$ cat src/rtl/cwb_pkg.sv
// Shared types and helpers for the coalescing write buffer.
// Assumes entry indices fit in 32 bits.
package cwb_pkg;

    // Answer given to a read-miss check.
    typedef enum logic [1:0] {
        RSP_NONE  = 2'd0,
        RSP_CLEAR = 2'd1,
        RSP_FWD   = 2'd2,
        RSP_HOLD  = 2'd3
    } rd_rsp_e;

    // Index that lies `step` places after `base` in a ring of `depth` slots.
    function automatic int unsigned ring_idx(input int unsigned base,
                                             input int unsigned step,
                                             input int unsigned depth);
        return (base + step) % depth;
    endfunction

endpackage

$ cat src/rtl/cwb_entry.sv
// One buffer entry: a valid flag, a block address, per-word valid bits and
// one data lane per word.
// Assumes alloc_i and merge_i are never high together. Assumes release_i
// only targets a valid entry and never coincides with alloc_i.
module cwb_entry #(
    parameter  int AW    = 16,
    parameter  int DW    = 32,
    parameter  int WORDS = 4,
    localparam int OFFW  = $clog2(WORDS),
    localparam int BW    = AW - OFFW
) (
    input  logic                  clk,
    input  logic                  rst_n,
    input  logic                  alloc_i,
    input  logic                  merge_i,
    input  logic                  release_i,
    input  logic [OFFW-1:0]       word_i,
    input  logic [BW-1:0]         blk_i,
    input  logic [DW-1:0]         data_i,
    output logic                  valid_o,
    output logic [BW-1:0]         blk_o,
    output logic [WORDS-1:0]      mask_o,
    output logic [WORDS*DW-1:0]   data_o
);

    // Entry state update: reset, retire, allocate or fold a word in.
    always_ff @(posedge clk) begin
        if (!rst_n) begin
            valid_o <= 1'b0;
            blk_o   <= '0;
            mask_o  <= '0;
            data_o  <= '0;
        end else begin
            if (release_i) begin
                valid_o <= 1'b0;
            end
            if (alloc_i) begin
                valid_o <= 1'b1;
                blk_o   <= blk_i;
            end
            for (int w = 0; w < WORDS; w++) begin
                if (alloc_i) begin
                    mask_o[w] <= (w == int'(word_i));
                end else if (merge_i && (w == int'(word_i))) begin
                    mask_o[w] <= 1'b1;
                end
                if ((alloc_i || merge_i) && (w == int'(word_i))) begin
                    data_o[w*DW +: DW] <= data_i;
                end
            end
        end
    end

endmodule

$ cat src/rtl/cwb_order_ctl.sv
// Allocation order of the entries: a ring with a head (oldest) pointer,
// a tail (next free) pointer and an occupancy count.
// Assumes push_i is never high while full_o is high, and pop_i never while
// the ring is empty.
module cwb_order_ctl #(
    parameter  int DEPTH = 4,
    localparam int IW    = $clog2(DEPTH),
    localparam int CW    = $clog2(DEPTH + 1)
) (
    input  logic          clk,
    input  logic          rst_n,
    input  logic          push_i,
    input  logic          pop_i,
    output logic [IW-1:0] head_o,
    output logic [IW-1:0] tail_o,
    output logic          full_o
);

    logic [CW-1:0] count_q;

    // Pointer and count update on allocation and retirement.
    always_ff @(posedge clk) begin
        if (!rst_n) begin
            head_o  <= '0;
            tail_o  <= '0;
            count_q <= '0;
        end else begin
            if (push_i) begin
                tail_o <= (tail_o == IW'(DEPTH - 1)) ? '0 : tail_o + 1'b1;
            end
            if (pop_i) begin
                head_o <= (head_o == IW'(DEPTH - 1)) ? '0 : head_o + 1'b1;
            end
            case ({push_i, pop_i})
                2'b10:   count_q <= count_q + 1'b1;
                2'b01:   count_q <= count_q - 1'b1;
                default: count_q <= count_q;
            endcase
        end
    end

    // Full when every entry is allocated.
    always_comb begin
        full_o = (count_q == CW'(DEPTH));
    end

endmodule

$ cat src/rtl/cwb_lookup.sv
// Associative search over all entries.
// For writes it finds an unlocked entry of the same block (the head entry is
// being offered to memory and is excluded). For read checks it classifies the
// answer and picks the youngest holder of the word.
// Assumes at most one unlocked entry per block, which the allocation rule
// guarantees.
module cwb_lookup
    import cwb_pkg::*;
#(
    parameter  int AW     = 16,
    parameter  int DW     = 32,
    parameter  int WORDS  = 4,
    parameter  int DEPTH  = 4,
    parameter  bit FWD_EN = 1'b1,
    localparam int OFFW   = $clog2(WORDS),
    localparam int BW     = AW - OFFW,
    localparam int IW     = $clog2(DEPTH)
) (
    input  logic [DEPTH-1:0]                 ent_valid_i,
    input  logic [DEPTH-1:0][BW-1:0]         ent_blk_i,
    input  logic [DEPTH-1:0][WORDS-1:0]      ent_mask_i,
    input  logic [DEPTH-1:0][WORDS*DW-1:0]   ent_data_i,
    input  logic [IW-1:0]                    head_i,
    input  logic [BW-1:0]                    wr_blk_i,
    input  logic                             rd_valid_i,
    input  logic [BW-1:0]                    rd_blk_i,
    input  logic [OFFW-1:0]                  rd_word_i,
    output logic                             merge_hit_o,
    output logic [IW-1:0]                    merge_idx_o,
    output rd_rsp_e                          rsp_o,
    output logic [DW-1:0]                    fwd_data_o
);

    logic blk_match;
    logic word_hit;
    logic can_fwd;

    // Write side: find an unlocked valid entry of the same block.
    always_comb begin
        merge_hit_o = 1'b0;
        merge_idx_o = '0;
        for (int k = 0; k < DEPTH; k++) begin
            if (ent_valid_i[k] && (k != int'(head_i)) && (ent_blk_i[k] == wr_blk_i)) begin
                merge_hit_o = 1'b1;
                merge_idx_o = IW'(k);
            end
        end
    end

    // Read side: walk oldest to youngest, so the last holder seen wins.
    always_comb begin
        int unsigned idx;
        blk_match  = 1'b0;
        word_hit   = 1'b0;
        fwd_data_o = '0;
        for (int a = 0; a < DEPTH; a++) begin
            idx = ring_idx(int'(head_i), a, DEPTH);
            if (ent_valid_i[idx] && (ent_blk_i[idx] == rd_blk_i)) begin
                blk_match = 1'b1;
                if (ent_mask_i[idx][rd_word_i]) begin
                    word_hit   = 1'b1;
                    fwd_data_o = ent_data_i[idx][int'(rd_word_i)*DW +: DW];
                end
            end
        end
    end

    // Variant choice: forward pending words or always hold on a match.
    if (FWD_EN) begin : g_forward
        assign can_fwd = word_hit;
    end else begin : g_hold_only
        assign can_fwd = 1'b0;
    end

    // Classify the read-check answer.
    always_comb begin
        if (!rd_valid_i) begin
            rsp_o = RSP_NONE;
        end else if (!blk_match) begin
            rsp_o = RSP_CLEAR;
        end else if (can_fwd) begin
            rsp_o = RSP_FWD;
        end else begin
            rsp_o = RSP_HOLD;
        end
    end

endmodule

$ cat src/rtl/coalescing_write_buffer.sv
// Coalescing write buffer between a write-through cache and memory.
// Stores are folded per block into DEPTH entries. The entries drain oldest
// first as masked block writes, and read misses are checked against all
// pending entries.
// Assumes WORDS and DEPTH are powers of two no smaller than 2, and that
// AW exceeds log2(WORDS).
module coalescing_write_buffer
    import cwb_pkg::*;
#(
    parameter  int AW     = 16,
    parameter  int DW     = 32,
    parameter  int WORDS  = 4,
    parameter  int DEPTH  = 4,
    parameter  bit FWD_EN = 1'b1,
    localparam int OFFW   = $clog2(WORDS),
    localparam int BW     = AW - OFFW,
    localparam int IW     = $clog2(DEPTH)
) (
    input  logic                 clk,
    input  logic                 rst_n,
    input  logic                 wr_valid,
    input  logic [AW-1:0]        wr_addr,
    input  logic [DW-1:0]        wr_data,
    output logic                 wr_ready,
    input  logic                 rd_valid,
    input  logic [AW-1:0]        rd_addr,
    output logic                 rd_clear,
    output logic                 rd_fwd,
    output logic                 rd_hold,
    output logic [DW-1:0]        rd_data,
    output logic                 mem_valid,
    output logic [AW-1:0]        mem_addr,
    output logic [WORDS*DW-1:0]  mem_data,
    output logic [WORDS-1:0]     mem_mask,
    input  logic                 mem_ready
);

    logic [DEPTH-1:0]               ent_valid;
    logic [DEPTH-1:0][BW-1:0]       ent_blk;
    logic [DEPTH-1:0][WORDS-1:0]    ent_mask;
    logic [DEPTH-1:0][WORDS*DW-1:0] ent_data;
    logic [IW-1:0]                  head;
    logic [IW-1:0]                  tail;
    logic                           full;
    logic                           merge_hit;
    logic [IW-1:0]                  merge_idx;
    logic                           do_merge;
    logic                           do_alloc;
    logic                           do_drain;
    logic [DW-1:0]                  fwd_word;
    rd_rsp_e                        rsp;

    cwb_order_ctl #(.DEPTH(DEPTH)) u_order (
        .clk    (clk),
        .rst_n  (rst_n),
        .push_i (do_alloc),
        .pop_i  (do_drain),
        .head_o (head),
        .tail_o (tail),
        .full_o (full)
    );

    cwb_lookup #(
        .AW(AW), .DW(DW), .WORDS(WORDS), .DEPTH(DEPTH), .FWD_EN(FWD_EN)
    ) u_lookup (
        .ent_valid_i (ent_valid),
        .ent_blk_i   (ent_blk),
        .ent_mask_i  (ent_mask),
        .ent_data_i  (ent_data),
        .head_i      (head),
        .wr_blk_i    (wr_addr[AW-1:OFFW]),
        .rd_valid_i  (rd_valid),
        .rd_blk_i    (rd_addr[AW-1:OFFW]),
        .rd_word_i   (rd_addr[OFFW-1:0]),
        .merge_hit_o (merge_hit),
        .merge_idx_o (merge_idx),
        .rsp_o       (rsp),
        .fwd_data_o  (fwd_word)
    );

    // Write acceptance and the split into merge versus allocate.
    always_comb begin
        wr_ready = !full || merge_hit;
        do_merge = wr_valid && wr_ready && merge_hit;
        do_alloc = wr_valid && wr_ready && !merge_hit;
        do_drain = ent_valid[head] && mem_ready;
    end

    for (genvar g = 0; g < DEPTH; g++) begin : g_entry
        cwb_entry #(.AW(AW), .DW(DW), .WORDS(WORDS)) u_entry (
            .clk       (clk),
            .rst_n     (rst_n),
            .alloc_i   (do_alloc && (tail == IW'(g))),
            .merge_i   (do_merge && (merge_idx == IW'(g))),
            .release_i (do_drain && (head == IW'(g))),
            .word_i    (wr_addr[OFFW-1:0]),
            .blk_i     (wr_addr[AW-1:OFFW]),
            .data_i    (wr_data),
            .valid_o   (ent_valid[g]),
            .blk_o     (ent_blk[g]),
            .mask_o    (ent_mask[g]),
            .data_o    (ent_data[g])
        );
    end

    // Memory port: offer the oldest entry as a masked block write.
    always_comb begin
        mem_valid = ent_valid[head];
        mem_addr  = {ent_blk[head], {OFFW{1'b0}}};
        mem_data  = ent_data[head];
        mem_mask  = ent_mask[head];
    end

    // Read-check answer decode.
    always_comb begin
        rd_clear = (rsp == RSP_CLEAR);
        rd_fwd   = (rsp == RSP_FWD);
        rd_hold  = (rsp == RSP_HOLD);
        rd_data  = (rsp == RSP_FWD) ? fwd_word : '0;
    end

endmodule

$ cat config.mk
export PLATFORM = sky130hd
export DESIGN_NAME = coalescing_write_buffer
export DESIGN_NICKNAME = d
export VERILOG_FILES = /design/src/rtl/cwb_pkg.sv /design/src/rtl/cwb_entry.sv /design/src/rtl/cwb_order_ctl.sv /design/src/rtl/cwb_lookup.sv /design/src/rtl/coalescing_write_buffer.sv
export SDC_FILE = /design/constraint.sdc
export NUM_CORES = 2
export LEC_CHECK = 0
export BUFFER_PORTS_ARGS = -buffer_cell sky130_fd_sc_hd__clkbuf_2
export CORE_MARGIN = 5
export CORE_UTILIZATION = 57
export CTS_CLUSTER_SIZE = 24
export DETAILED_ROUTE_END_ITERATION = 8
export PLACE_DENSITY = 0.8
export SYNTH_ARGS = -nofsm -noshare
export SYNTH_HDL_FRONTEND = slang
export SYNTH_SLANG_ARGS = --single-unit
$ cat constraint.sdc
create_clock -name clk -period 4.6 [get_ports clk]
set_clock_uncertainty 0.1 [all_clocks]
set_input_delay 0.69 -clock clk [delete_from_list [all_inputs] [get_ports clk]]
set_output_delay 0.69 -clock clk [all_outputs]
set_load 0.01 [all_outputs]
==> impl_metrics.tcl <==
set metrics [dict create \
    status "finished with violations" \
    violations "negative setup slack" \
    relSlewSlack_pct 26.0 \
    syn_area_per_cell_um2 11.2 \
    dr.pass1.iters 9 \
    endpoint_kind "output port" \
    tightest_slew_ps 1110 \
    cp_data_required_time_ps 3810 \
    grt_max_degree 180 \
    initialDrtViolationCount 6053 \
    final_antenna_net_count 0 \
    clock_power_share_pct 43.8 \
    clockBufferDepth 3 \
    crit_family "buffers and inverters" \
    die_height_um 286 \
    critPathBufInv 7 \
    cts_made_buffers 68 \
    core_um2 75800 \
    grt_setup_unrepaired "yes" \
    nets 4005 \
    synth_area_um2 43500 \
    cell_internal_pwr_uw 9660 \
    r2r_slack_ps 490 \
    synthCells 3894 \
    reg2reg_to "g_entry[0].u_entry.data_o[40]" \
    worstHoldEndpoint "g_entry[0].u_entry.blk_o[1]" \
    start_util_pct 57.4 \
    setup_ws_ps -416 \
    cts_tree "built" \
    ys_top_cells_by_area "mux4_2 (34%), dfxtp_1 (27%), mux2i_1 (6.8%)" \
    drc 0 \
    via_per_inst 7.55 \
    path_common_cell "buf_12" \
    powerDensity_nw_per_um2 275 \
    slowest_delay_ps 370 \
    r2r_start "u_order.head_o[1]" \
    power_switching_uw 3820 \
    maxCapViolations 0 \
    worstSetupStartpointType "flop" \
    clock_latency_ps 620 \
    cts_htree_levels 3 \
    crit_fanout 6 \
    power_frac_seq_pct 40.1 \
    clk_pin_slew_ps 60 \
    hpwl_mm 88.7 \
    ys_types 69 \
    slowest_stage "dfxtp_4" \
    final_common_cell "mux4_2" \
    maxSlewViolCount 0 \
    ir_drop_uv 260 \
    leakage_uw 0.0174 \
    period_share_pct 109 \
    async_flop_share_pct 0 \
    synth_flop_cell "dfxtp_1" \
    pwr-share-comb_pct 16.2 \
    hold_viol 0 \
    worstPathArrival_ps 4230 \
    yosysWarnings 0 \
    crit_type "flop to output port" \
    seq_area_frac_synth_pct 27.4 \
    tns_ps -11790 \
    ys_ff_latch 595 \
    wire_per_inst_um 31.2 \
    die_area_um2 82000 \
    final.min_clock_period_ps 5020 \
    die_x_um 286 \
    area_growth_syn_to_layout_pct 12.5 \
    holdWs_ps 358 \
    fin_area_um2 49000 \
    drive_gt1_share_pct 32.7 \
    overflow 0 \
    switching_share_pct 28.3 \
    fill_cells 5352 \
    antenna_found_initial 13 \
    hp-class "input pin to flop" \
    io_buffers 251 \
    max_clock_freq_mhz 199 \
    rr_worst_depth 11 \
    path_cells "clkinvlp_4 > ha_4 > buf_6 > buf_12 > mux4_2 > xnor2_2 > nand4_1 > nor4_4 > nand4_4 > buf_12 > buf_12 > buf_16 > mux2i_1 > o211ai_1 > o2111a_1 > buf_2" \
    synth_area_leader_cell "mux4_2" \
    power_uw 13500 \
    grt_pass1_wl_mm 227 \
    globalplace.congestion 0.964 \
    pin_count 254 \
    setup_viol 34 \
    crit_start "u_order.head_o[1]" \
    holdCritStartpoint "wr_addr[3]" \
    cp_num_cells 16 \
    routed-via-count 37480 \
    grt_pass1_vias 36226 \
    place_area_um2 45000 \
    wirelength_mm 155 \
    yosys.area.top_type_share_pct 33.8 \
    cts-root-buf "clkbuf_16" \
    hold_path_depth 3 \
    grtUsageTotal_pct 35.7 \
    fp-row-count 101 \
    clock_sinks 595 \
    final_cell_mix "mux4_2 (657), dfxtp_1 (593), nand2_1 (520)" \
    finish.utilization_pct 64.6 \
    synth_edf_count 0 \
]
## kinds of logic after synthesis
family                     count (synthesis)  share of synthesized area, %
AOI/OAI and AO/OA                        830                          13.0
xor gates and xnor gates                 114                          2.29
adders and majority gates                 10                         0.305
buffers and inverters                    474                          5.64
DFF                                      595                          27.4
muxes                                    965                          41.2
other                                      1                       0.00862
and+or+nand+nor                          905                          10.1
## through the flow
step                cells  worst slack, ps
global placement     4769              368
global route         4963             -428
CTS                  4927            -91.8
detailed placement   4769              316
finish               4966             -416
floorplan            3895             45.9
## synth_stat cells, drive strengths merged, types with 2 or more instances
cell type,instances
a2111oi,2
a211oi,3
a21boi,353
a21oi,22
a221oi,3
a22oi,68
a31oi,2
a32oi,2
and2,7
and3,6
buf,225
clkbuf,234
dfxtp,595
ha,9
inv,15
mux2,9
mux2i,296
mux4,660
nand2,524
nand2b,7
nand3,11
nand4,17
nor2,25
nor2b,249
nor3,5
nor3b,2
nor4,43
o2111a,32
o211ai,36
o21ai,299
o221ai,3
o32ai,2
or2,3
or3,2
xnor2,86
xor2,28
## power by group through the flow
stage | registers [µW] | logic [µW] | clock network (µW)
floorplan | 5450 | 1470 | 0
global placement | 5500 | 1950 | 0
detailed placement | 5510 | 1980 | 0
CTS | 5390 | 2060 | 5910
global route | 5410 | 2260 | 6120
finish | 5400 | 2180 | 5900
## registers in the layout (all words and copies together) (netlist names)
name                     flops
g_entry.u_entry.blk_o       56
g_entry.u_entry.data_o     512
g_entry.u_entry.mask_o      16
g_entry.u_entry.valid_o      4
u_order.count_q              3
u_order.head_o               2
u_order.tail_o               2
## cell type report
type	count	area [µm²]	share of cell area [%]
clock inverters	32	430	0.879
diodes	11	27.5	0.0562
clock buffers	89	1960	4.00
multi-input cells	2826	29600	60.5
flip-flops and latches	595	11900	24.3
well taps	978	1220	2.50
repair buffers	420	3700	7.57
inverters	15	62.6	0.128
## per-layer routing
layer	wire (µm)	global-route usage [%]	vias up	share of wire (%)
met2	67300	52.6	3403	43
li1	-	-	14922	-
met5	23	0	-	0.015
met1	50700	45.9	18237	33
met3	24700	12.5	912	16
met4	12200	20.6	6	7.9
## worst reg2reg max path: stages, from the launching register on
cell	delay (ps)
dfxtp_4	370
clkinvlp_4	120
ha_4	170
nor2b_1	190
nand4_1	120
nor4_1	910
nor2_1	150
nor3b_2	780
nand2b_4	400
buf_12	330
mux2i_1	280
nor2b_1	70
## worst max-delay path by stage
| stage | endpoint |
|---|---|
| 2_1_floorplan | rd_data[10] |
| 3_3_place_gp | rd_data[18] |
| 3_5_place_dp | rd_data[18] |
| 4_1_cts | rd_data[6] |
| 5_1_grt | rd_data[1] |
| 6_report | rd_data[1] |
## what timing repair did
action | 4_1_cts | 5_1_grt
gates cloned | 11 | 10
pin swaps | 18 | 35
endpoints found under the setup margin | 34 | 34
resized for setup | 69 | 101
endpoints found under the hold margin | 0 | 0
setup buffers | 26 | 22
hold buffers | 0 | 0
Note: power is estimated with default switching activity, not from simulation.
